File: src/rtl/flash_ecc_pkg.sv
package flash_ecc_pkg;

  localparam int DATA_W = 32;
  localparam int HAM_W  = 7;
  localparam int CHK_W  = HAM_W + 1;

  typedef enum logic [1:0] {
    RES_CLEAN  = 2'd0,
    RES_SINGLE = 2'd1,
    RES_MULTI  = 2'd2
  } ecc_res_e;

  // Column of data bit idx: the idx-th value of HAM_W bits with three ones
  function automatic logic [HAM_W-1:0] column_code(input int idx);
    int found;
    logic [HAM_W-1:0] res;
    logic [HAM_W-1:0] cand;
    found = 0;
    res   = '0;
    for (int v = 0; v < (1 << HAM_W); v++) begin
      cand = v[HAM_W-1:0];
      if ($countones(cand) == 3) begin
        if (found == idx) res = cand;
        found++;
      end
    end
    return res;
  endfunction

  // Data bits covered by check bit j
  function automatic logic [DATA_W-1:0] cover_mask(input int j);
    logic [DATA_W-1:0] m;
    logic [HAM_W-1:0]  col;
    m = '0;
    for (int i = 0; i < DATA_W; i++) begin
      col  = column_code(i);
      m[i] = col[j];
    end
    return m;
  endfunction

endpackage

File: src/rtl/fecc_encode.sv
module fecc_encode
  import flash_ecc_pkg::*;
#(
  parameter int DW = DATA_W,
  parameter int HW = HAM_W,
  localparam int CW = HW + 1
) (
  input  logic [DW-1:0] data,
  output logic [HW-1:0] ham,
  output logic [CW-1:0] chk
);

  for (genvar j = 0; j < HW; j++) begin : g_ham
    localparam logic [DW-1:0] MASK = cover_mask(j);
    assign ham[j] = ^(data & MASK);
  end

  assign chk = {(^data) ^ (^ham), ham};

endmodule

File: src/rtl/fecc_check.sv
module fecc_check
  import flash_ecc_pkg::*;
#(
  parameter int DW = DATA_W,
  parameter int HW = HAM_W,
  localparam int CW = HW + 1
) (
  input  logic [DW-1:0] raw_data,
  input  logic [CW-1:0] raw_chk,
  output logic [DW-1:0] fixed_data,
  output ecc_res_e      result
);

  logic [HW-1:0] re_ham;
  logic [CW-1:0] re_chk;
  logic [HW-1:0] syndrome;
  logic          parity_err;
  logic [DW-1:0] hit;
  logic          data_hit;

  fecc_encode #(.DW(DW), .HW(HW)) u_reenc (
    .data (raw_data),
    .ham  (re_ham),
    .chk  (re_chk)
  );

  assign syndrome   = re_ham ^ raw_chk[HW-1:0];
  assign parity_err = ^{raw_data, raw_chk};

  for (genvar i = 0; i < DW; i++) begin : g_hit
    localparam logic [HW-1:0] COL = column_code(i);
    assign hit[i] = (syndrome == COL);
  end

  assign data_hit = |hit;

  always_comb begin
    result     = RES_MULTI;
    fixed_data = raw_data;
    if (!parity_err && syndrome == '0) begin
      result = RES_CLEAN;
    end else if (parity_err && syndrome == '0) begin
      result = RES_SINGLE;
    end else if (parity_err && data_hit) begin
      result     = RES_SINGLE;
      fixed_data = raw_data ^ hit;
    end else if (parity_err && $onehot(syndrome)) begin
      result = RES_SINGLE;
    end
  end

  logic unused_top;
  assign unused_top = re_chk[CW-1];

endmodule

File: src/rtl/fecc_swregs.sv
module fecc_swregs #(
  parameter int AW = 20
) (
  input  logic          clk,
  input  logic          rst_n,
  input  logic          sw_we,
  input  logic [2:0]    sw_wdata,
  input  logic          set_single,
  input  logic          set_multi,
  input  logic [AW-1:0] err_addr_in,
  input  logic          ready_pin,
  output logic          wr_en,
  output logic          flag_single,
  output logic          flag_multi,
  output logic          ready_q,
  output logic [AW-1:0] err_addr
);

  logic          wr_en_d, single_d, multi_d;
  logic [AW-1:0] err_addr_d;
  logic          rdy_meta;
  logic          err_event;

  assign err_event = set_single || set_multi;

  always_comb begin
    wr_en_d    = wr_en;
    single_d   = flag_single;
    multi_d    = flag_multi;
    err_addr_d = err_addr;
    if (sw_we) begin
      wr_en_d = sw_wdata[0];
      if (sw_wdata[1]) single_d = 1'b0;
      if (sw_wdata[2]) multi_d  = 1'b0;
    end
    if (set_single) single_d = 1'b1;
    if (set_multi)  multi_d  = 1'b1;
    if (err_event)  err_addr_d = err_addr_in;
  end

  always_ff @(posedge clk or negedge rst_n) begin
    if (!rst_n) begin
      wr_en       <= 1'b0;
      flag_single <= 1'b0;
      flag_multi  <= 1'b0;
      err_addr    <= '0;
      rdy_meta    <= 1'b0;
      ready_q     <= 1'b0;
    end else begin
      wr_en       <= wr_en_d;
      flag_single <= single_d;
      flag_multi  <= multi_d;
      err_addr    <= err_addr_d;
      rdy_meta    <= ready_pin;
      ready_q     <= rdy_meta;
    end
  end


  single_sticky_chk: assert property (@(posedge clk) disable iff (!rst_n)
    $fell(flag_single) |-> $past(sw_we && sw_wdata[1]));


  multi_set_chk: assert property (@(posedge clk) disable iff (!rst_n)
    set_multi |=> flag_multi);


  addr_hold_chk: assert property (@(posedge clk) disable iff (!rst_n)
    !err_event |=> $stable(err_addr));

endmodule

File: src/rtl/flash_ecc_guard.sv
module flash_ecc_guard
  import flash_ecc_pkg::*;
#(
  parameter int ADDR_W = 20,
  parameter int DW     = DATA_W,
  parameter int HW     = HAM_W,
  localparam int CW    = HW + 1
) (
  input  logic              clk,
  input  logic              rst_n,
  input  logic              wr_req,
  input  logic [ADDR_W-1:0] wr_addr,
  input  logic [DW-1:0]     wr_data,
  input  logic              rd_req,
  input  logic [ADDR_W-1:0] rd_addr,
  input  logic [1:0]        rd_size,
  input  logic [1:0]        rd_lane,
  output logic              rsp_valid,
  output logic [DW-1:0]     rsp_data,
  output logic [1:0]        rsp_kind,
  output logic              fl_we,
  output logic              fl_re,
  output logic [ADDR_W-1:0] fl_addr,
  output logic [DW-1:0]     fl_wdata,
  output logic [CW-1:0]     fl_wcheck,
  input  logic              fl_rvalid,
  input  logic [DW-1:0]     fl_rdata,
  input  logic [CW-1:0]     fl_rcheck,
  output logic              fl_wp_n,
  input  logic              fl_ready,
  input  logic              sw_we,
  input  logic [2:0]        sw_wdata,
  output logic [3:0]        sw_status,
  output logic [ADDR_W-1:0] err_addr,
  output logic              irq_single,
  output logic              irq_multi
);

  logic [HW-1:0]     enc_ham;
  logic [CW-1:0]     enc_chk;
  logic [DW-1:0]     fixed_data;
  ecc_res_e          chk_res;

  logic              we_d, re_d;
  logic [ADDR_W-1:0] addr_d, pend_addr_q, pend_addr_d;
  logic [DW-1:0]     wdata_d;
  logic [CW-1:0]     wchk_d;
  logic [1:0]        pend_size_q, pend_size_d, pend_lane_q, pend_lane_d;
  logic              rsp_valid_d;
  logic [DW-1:0]     rsp_data_d;
  ecc_res_e          rsp_kind_q, rsp_kind_d;

  logic              set_single, set_multi;
  logic              wr_en, flag_single, flag_multi, ready_q;

  fecc_encode #(.DW(DW), .HW(HW)) u_enc (
    .data (wr_data),
    .ham  (enc_ham),
    .chk  (enc_chk)
  );

  fecc_check #(.DW(DW), .HW(HW)) u_chk (
    .raw_data   (fl_rdata),
    .raw_chk    (fl_rcheck),
    .fixed_data (fixed_data),
    .result     (chk_res)
  );

  function automatic logic [DW-1:0] pick_lane(input logic [DW-1:0] w,
                                              input logic [1:0] sz,
                                              input logic [1:0] ln);
    logic [DW-1:0] sh_b, sh_h;
    sh_b = w >> {ln, 3'b000};
    sh_h = w >> {ln[1], 4'b0000};
    case (sz)
      2'd0:    return {{(DW-8){1'b0}}, sh_b[7:0]};
      2'd1:    return {{(DW-16){1'b0}}, sh_h[15:0]};
      default: return w;
    endcase
  endfunction

  always_comb begin
    we_d        = 1'b0;
    re_d        = 1'b0;
    addr_d      = fl_addr;
    wdata_d     = fl_wdata;
    wchk_d      = fl_wcheck;
    pend_addr_d = pend_addr_q;
    pend_size_d = pend_size_q;
    pend_lane_d = pend_lane_q;
    if (wr_req) begin
      we_d    = 1'b1;
      addr_d  = wr_addr;
      wdata_d = wr_data;
      wchk_d  = enc_chk;
    end else if (rd_req) begin
      re_d        = 1'b1;
      addr_d      = rd_addr;
      pend_addr_d = rd_addr;
      pend_size_d = rd_size;
      pend_lane_d = rd_lane;
    end
    rsp_valid_d = fl_rvalid;
    rsp_data_d  = rsp_data;
    rsp_kind_d  = rsp_kind_q;
    if (fl_rvalid) begin
      rsp_data_d = pick_lane(fixed_data, pend_size_q, pend_lane_q);
      rsp_kind_d = chk_res;
    end
  end

  always_ff @(posedge clk or negedge rst_n) begin
    if (!rst_n) begin
      fl_we       <= 1'b0;
      fl_re       <= 1'b0;
      fl_addr     <= '0;
      fl_wdata    <= '0;
      fl_wcheck   <= '0;
      pend_addr_q <= '0;
      pend_size_q <= '0;
      pend_lane_q <= '0;
      rsp_valid   <= 1'b0;
      rsp_data    <= '0;
      rsp_kind_q  <= RES_CLEAN;
    end else begin
      fl_we       <= we_d;
      fl_re       <= re_d;
      fl_addr     <= addr_d;
      fl_wdata    <= wdata_d;
      fl_wcheck   <= wchk_d;
      pend_addr_q <= pend_addr_d;
      pend_size_q <= pend_size_d;
      pend_lane_q <= pend_lane_d;
      rsp_valid   <= rsp_valid_d;
      rsp_data    <= rsp_data_d;
      rsp_kind_q  <= rsp_kind_d;
    end
  end

  assign rsp_kind   = rsp_kind_q;
  assign set_single = fl_rvalid && (chk_res == RES_SINGLE);
  assign set_multi  = fl_rvalid && (chk_res == RES_MULTI);

  fecc_swregs #(.AW(ADDR_W)) u_regs (
    .clk         (clk),
    .rst_n       (rst_n),
    .sw_we       (sw_we),
    .sw_wdata    (sw_wdata),
    .set_single  (set_single),
    .set_multi   (set_multi),
    .err_addr_in (pend_addr_q),
    .ready_pin   (fl_ready),
    .wr_en       (wr_en),
    .flag_single (flag_single),
    .flag_multi  (flag_multi),
    .ready_q     (ready_q),
    .err_addr    (err_addr)
  );

  assign fl_wp_n    = wr_en;
  assign irq_single = flag_single;
  assign irq_multi  = flag_multi;
  assign sw_status  = {ready_q, flag_multi, flag_single, wr_en};

  logic unused_ham;
  assign unused_ham = ^enc_ham;


  wr_parity_chk: assert property (@(posedge clk) disable iff (!rst_n)
    wr_req |=> (fl_we && ((^{fl_wcheck, fl_wdata}) == 1'b0)));


  rd_issue_chk: assert property (@(posedge clk) disable iff (!rst_n)
    (rd_req && !wr_req) |=> (fl_re && !fl_we));


  rsp_timing_chk: assert property (@(posedge clk) disable iff (!rst_n)
    fl_rvalid |=> rsp_valid);


  multi_irq_chk: assert property (@(posedge clk) disable iff (!rst_n)
    (rsp_valid && rsp_kind == RES_MULTI) |-> irq_multi);

endmodule

File: config.mk
export PLATFORM = sky130hd
export DESIGN_NAME = flash_ecc_guard
export DESIGN_NICKNAME = d
export VERILOG_FILES = /design/src/rtl/flash_ecc_pkg.sv /design/src/rtl/fecc_encode.sv /design/src/rtl/fecc_check.sv /design/src/rtl/fecc_swregs.sv /design/src/rtl/flash_ecc_guard.sv
export SDC_FILE = /design/constraint.sdc
export NUM_CORES = 1
export LEC_CHECK = 0
export ABC_AREA = 1
export CORE_MARGIN = 10
export CORE_UTILIZATION = 40
export CTS_CLUSTER_SIZE = 12
export DETAILED_ROUTE_END_ITERATION = 8
export GPL_TIMING_DRIVEN = 1
export SLEW_MARGIN = 15
export SYNTH_ARGS = -nofsm -noshare
export SYNTH_HDL_FRONTEND = slang
export SYNTH_HIERARCHICAL = 1
export SYNTH_SLANG_ARGS = --single-unit
File: constraint.sdc
create_clock -name clk -period 2.95 [get_ports clk]
set_input_delay 0.59 -clock clk [delete_from_list [all_inputs] [get_ports clk]]
set_output_delay 0.59 -clock clk [all_outputs]
set_load 0.01 [all_outputs]
Word level (Yosys, flattened, before mapping)
Cells that the tools add are included.
Cells by class
  equality and inequality tests: 36
  add/subtract/negate cells: 6
  muxes and demuxes: 19
  reduce and logical (&&, ||, !) cells: 36
  bitwise logic cells: 4
  shift operators: 2
Operators with widths (count)
  32-bit parity: 15
  32-bit 2-to-1 mux: 3
  7-bit == test (second input constant): 12
  7-bit by 6-bit == test with 1-bit output (second input constant): 10
  32-bit one-hot mux with 2 select lines: 1
  7-bit by 5-bit == test with 1-bit output (second input constant): 6
  20-bit 2-to-1 mux: 2
  40-bit parity: 1
  32-bit OR reduction: 1
  32-bit by 5-bit >> shifter with 16-bit output: 1
  32-bit by 5-bit >> shifter with 8-bit output: 1
  32-bit bitwise XOR: 1
  7-bit by 4-bit == test with 1-bit output (second input constant): 3
  2-bit nonzero test: 5
  1-bit 2-to-1 mux: 9
  2-bit 2-to-1 mux: 4
  7-bit by 3-bit == test with 1-bit output (second input constant): 1
  7-bit logical NOT: 1
  7-bit parity: 1
  7-bit bitwise XOR: 1
  1-bit by 1-bit adder with 2-bit output: 3
  3-bit adder: 2
  1-bit logical AND: 6
  2-bit AND reduction: 3
  other kinds (9): 10
Word-level totals
  logic and storage cells: 120
  register bits: 146
  output and inout port bits: 124
  input bits: 126

Logic depth before layout (Yosys ltp)
  word-level depth: 15
  depth in mapped cells: 34
  depth with buffers taken out: 31

Hierarchy
Netlist, hierarchy kept.
Modules (own cells, without submodules)
  flash_ecc_guard: cells an instance 525, area each 5137.4 µm², sequential area each 3027.9 µm², times used 1
  fecc_encode: cells an instance 439, area each 2028.2 µm², sequential area each 0.0 µm², times used 2
  fecc_check: cells an instance 467, area each 2344.7 µm², sequential area each 0.0 µm², times used 1
  fecc_swregs: cells an instance 103, area each 1017.2 µm², sequential area each 625.6 µm², times used 1

Worst setup path after synthesis
OpenSTA, ideal clock, no wires.
  path kind: input-to-reg
  start: in fl_rdata[22]
  end: reg u_regs.err_addr[0]
  slack: -1.689 ns
  stages on the path: 29
  data required time: 2.827 ns
  path buffers: 3
  library setup time: 0.123 ns
  arrival time: 4.516 ns
  path through: buf_2 > inv_1 > nand2_1 > nand2_1 > nand2_1 > nand2_1 > nand2_1 > inv_1 > nor2_1 > nand2_1 > nand2_2 > inv_1 > buf_4 > xnor2_1 > inv_1 > fa_1 > fa_1 > fa_1 > fa_1 > nor2_1 > nand2_1 > nand4_1 > o21ai_0 > nand2_1 > nor2_1 > nor2_2 > buf_6 > nand2_2 > nand2_1
Between the ends
  cells in the longest elaborated chain, start to end: 14
  elaborated cells between the ends (all ways): 59
  classes of those cells: 5 x add/sub; 35 x eq/ne; 4 x mux; 1 x bitwise; 14 x reduce/logical
Ends and longest elaborated chain
  from (decl): line flash_ecc_guard.sv:27  | input logic [DW-1:0] fl_rdata,
  32-bit parity (*): line fecc_encode.sv:15  | assign ham[j] = ^(data & MASK);
  via u_chk.re_chk[1]: line fecc_check.sv:15  | logic [CW-1:0] re_chk;
  7-bit bitwise XOR (*): line fecc_check.sv:27  | assign syndrome = re_ham ^ raw_chk[HW-1:0];
  1-bit by 1-bit adder with 2-bit output (not written as such): line fecc_check.sv:47  | end else if (parity_err && $onehot(syndrome)) begin
  3-bit adder (not written as such) (2 in series): line fecc_check.sv:47
  3-bit by 1-bit == test with 1-bit output: line fecc_check.sv:47
  1-bit logical AND: line fecc_check.sv:47
  2-bit 2-to-1 mux: line fecc_check.sv:47
  2-bit 2-to-1 mux: line fecc_check.sv:44  | end else if (parity_err && data_hit) begin
  2-bit 2-to-1 mux: line fecc_check.sv:42  | end else if (parity_err && syndrome == '0) begin
  2-bit 2-to-1 mux (*): line fecc_check.sv:40  | if (!parity_err && syndrome == '0) begin
  via chk_res[1]: line flash_ecc_guard.sv:42  | ecc_res_e chk_res;
  2-bit == test (*): line flash_ecc_guard.sv:142  | assign set_multi = fl_rvalid && (chk_res == RES_MULTI);
  1-bit logical AND (*): line flash_ecc_guard.sv:142
  via set_multi: line flash_ecc_guard.sv:53  | logic set_single, set_multi;
  1-bit logical OR (*): line fecc_swregs.sv:24  | assign err_event = set_single || set_multi;
  to (signal assigned): line fecc_swregs.sv:53  | err_addr <= err_addr_d;
  to (decl): line fecc_swregs.sv:16  | output logic [AW-1:0] err_addr
Mark *: on every way through the listed nets, which the timed path passes. The rest lies on a longest branch.
A chain may end at the register's enable or synchronous reset.

Worst setup path after layout
  start: in fl_rdata[0]
  end: reg u_regs.err_addr[5]
The elaborated chain is that of the path after synthesis.

==> qor.csv <==
stage,metric,value,unit
status,status,"complete, but fails checks",
status,violations,setup timing,
cts,htree_num_levels,4,
timing,whs,0.114,ns
grt,antenna_found_initial,1,
timing,fin_tns_setup,-50.88,ns
cts,insertion_delay,0.42,ns
worst_hold_path,hp-class,in -> async,
cts,clkTransAtPathRegs,0.07,ns
grt,grt_pass1_vias,12498,
synth,ys_warn_count,6,
timing,rsz0062_at_grt,yes,
grt,track_usage,21.3,%
drt,wl,41.5,mm
worst_setup_path,worstSetupStartpointType,input pin,
synth,synth_nets,2014,
drt,drt_iter0_markers,794,
timing,setup_viol,56,
place,routabilityCongestion,0.935,
worst_setup_path,end_kind,register,
power_and_ir_drop,peakVddDrop,506,uV
worst_setup_path,r2r_setup_slack,1.40,ns
place,dpl_worst_slack,-2.40,ns
drt,ant_nets,0,
grt,overflow,0,
cts,cts_root_buf,clkbuf_16,
drt,num_vias,12993,
floorplanning,fp.dieW,194,um
place,io_buffers,249,
floorplanning,std_cell_rows,63,
timing,slew_headroom,48.2,%
final_layout,fin_util,59.1,%
place,dp_hpwl,32.7,mm
worst_setup_path,r2r-end,rsp_data[15],
worst_setup_path,startpoint,fl_rdata[0],
worst_setup_path,ff2ff_path_depth,3,
floorplanning,fp.coreArea,0.0298,mm^2
timing,tightest_slew,0.777,ns
floorplanning,dieArea,0.0377,mm^2
final_layout,syn2layout_area_growth,45.4,%
grt,grt_max_degree,52,
grt,grt_pass1_wl,66.1,mm
drt,drt_pass1_iterations,5,
cts,cts_buffers,17,
final_layout,fin_cells,2700,
worst_setup_path,worstPathMaxFanout,9,
worst_setup_path,worst_ep_arrival_time,4.71,ns
drt,wire_per_inst,15.4,um
synth,syn_area,0.0121,mm^2
worst_setup_path,r2r_start,pend_size_q[1],
final_layout,multi_input_area,0.00798,mm^2
cts,max-clock-path-buffers,2,
synth,syn_area_per_cell,6.45,um^2
floorplanning,die_y,194,um
job,maxCapViolCount,0,
timing,post-route-min-period,4.35,ns
drt,drc,0,
worst_setup_path,critPathRequiredTime,3.31,ns
timing,final_max_slew_viol_count,0,
cts,ctsHoldBuffers,0,
timing,fmax,230,MHz
worst_setup_path,path_class,in -> reg,
timing,period_share,148,%
floorplanning,pin_count,250,
final_layout,nets,2430,
power_and_ir_drop,leakage,9.41,nW
final_layout,layout-drive-gt1-share,24.1,%
final_layout,fin_area,0.0176,mm^2
drt,vias_per_cell,4.81,
place,placed_cell_area,0.0161,mm^2
timing,hold_violations,0,
power_and_ir_drop,p_total,12.0,mW
timing,finClkSkew,0.00490,ns
floorplanning,start_util,40.7,%
worst_setup_path,crit_end,u_regs/err_addr[5],
timing,setup_ws,-1.40,ns
final_layout,fill_cells,2804,
power_and_ir_drop,cellPowerDensity,678,mW/mm^2
cts,cts_tree,built,
place,placed_cells_incl_taps,2632,
synth,netlist_instances,1880,
final_layout,seqCellArea,0.00365,mm^2
cts,clock_sinks,146,
[final cells by class]
type,instances,area share [%]
antenna,1,0.0142
clock buffer,17,2.41
timing repair buffer,472,24.5
tap,390,2.77
inverter,149,3.27
clock inverter,15,1.04
multi-input combinational,1510,45.3
sequential,146,20.7
[repair_timing]
action / CTS / global route
resized for setup: 207 / 85
pin swaps: 64 / 48
setup buffers: 23 / 8
endpoints found under the hold margin: 0 / 0
setup endpoints to repair: 56 / 56
gates cloned: 3 / 2
[critical path, cell delays in order]
cell and delay (ns):
buf_2 0.13, inv_2 0.08, nand2_2 0.06, buf_4 0.13, nand3_2 0.06, nand2_2 0.07
inv_2 0.05, nand2_2 0.06, nand2_2 0.09, nand2_2 0.05, nand3_2 0.09, nand2_4 0.07
xor2_4 0.15, fa_1 0.58, fa_1 0.45, fa_2 0.35, fa_1 0.49, nor2_1 0.05
nand2_1 0.07, nand4_1 0.19, o21ai_2 0.13, nand2_2 0.10, nor2_4 0.20, buf_12 0.14
buf_8 0.12, o21ai_0 0.08, nand2_1 0.07
[cells in the final DEF (no fill, tap or decap), types with 19 or more instances in the layout]
cell	n
nand2_1	907
nand3_1	141
xnor2_1	51
clkdlybuf4s50_1	215
mux2_2	40
buf_4	199
nor2_1	54
nand2_2	91
a21oi_1	23
o21ai_0	19
xor2_1	58
inv_1	111
dfrtp_1	146
inv_2	34
[routing by layer]
| metal | vias to the layer above | track usage, % | wire, um |
|---|---|---|---|
| li1 | 6582 | - | - |
| met1 | 6025 | 26.8 | 18000 |
| met2 | 343 | 36.1 | 20200 |
| met3 | 43 | 4.75 | 2490 |
| met4 | 0 | 5.37 | 849 |
| met5 | - | 0 | 0 |
[power by group]
group	switching (mW)	leakage (nW)	internal [mW]
Sequential	0.296	1.78	2.43
Combinational	3.70	7.34	3.33
Clock	1.04	0.292	1.15
Total	5.04	9.41	6.91
[registers in the layout (all words and copies together), names as in the netlist]
| signal | cells |
|---|---|
| fl_wdata | 32 |
| rsp_data | 32 |
| fl_addr | 20 |
| pend_addr_q | 20 |
| u_regs/err_addr | 20 |
| fl_wcheck | 8 |
| pend_lane_q | 2 |
| pend_size_q | 2 |
| rsp_kind | 2 |
| fl_re | 1 |
| fl_we | 1 |
| rsp_valid | 1 |
| u_regs/flag_multi | 1 |
| u_regs/flag_single | 1 |
| u_regs/rdy_meta | 1 |
| u_regs/ready_q | 1 |
| u_regs/wr_en | 1 |
[how the worst min path moves through the flow]
stage / endpoint / slack [ns]
4_1_cts: fl_wdata[8] / 0.11
3_5_place_dp: u_regs/ready_q / 0.34
5_1_grt: fl_wdata[8] / 0.14
6_report: fl_wdata[8] / 0.11
2_1_floorplan: fl_addr[0] / 0.29
3_3_place_gp: u_regs/ready_q / 0.34
Power figures use the tool's default switching activity.
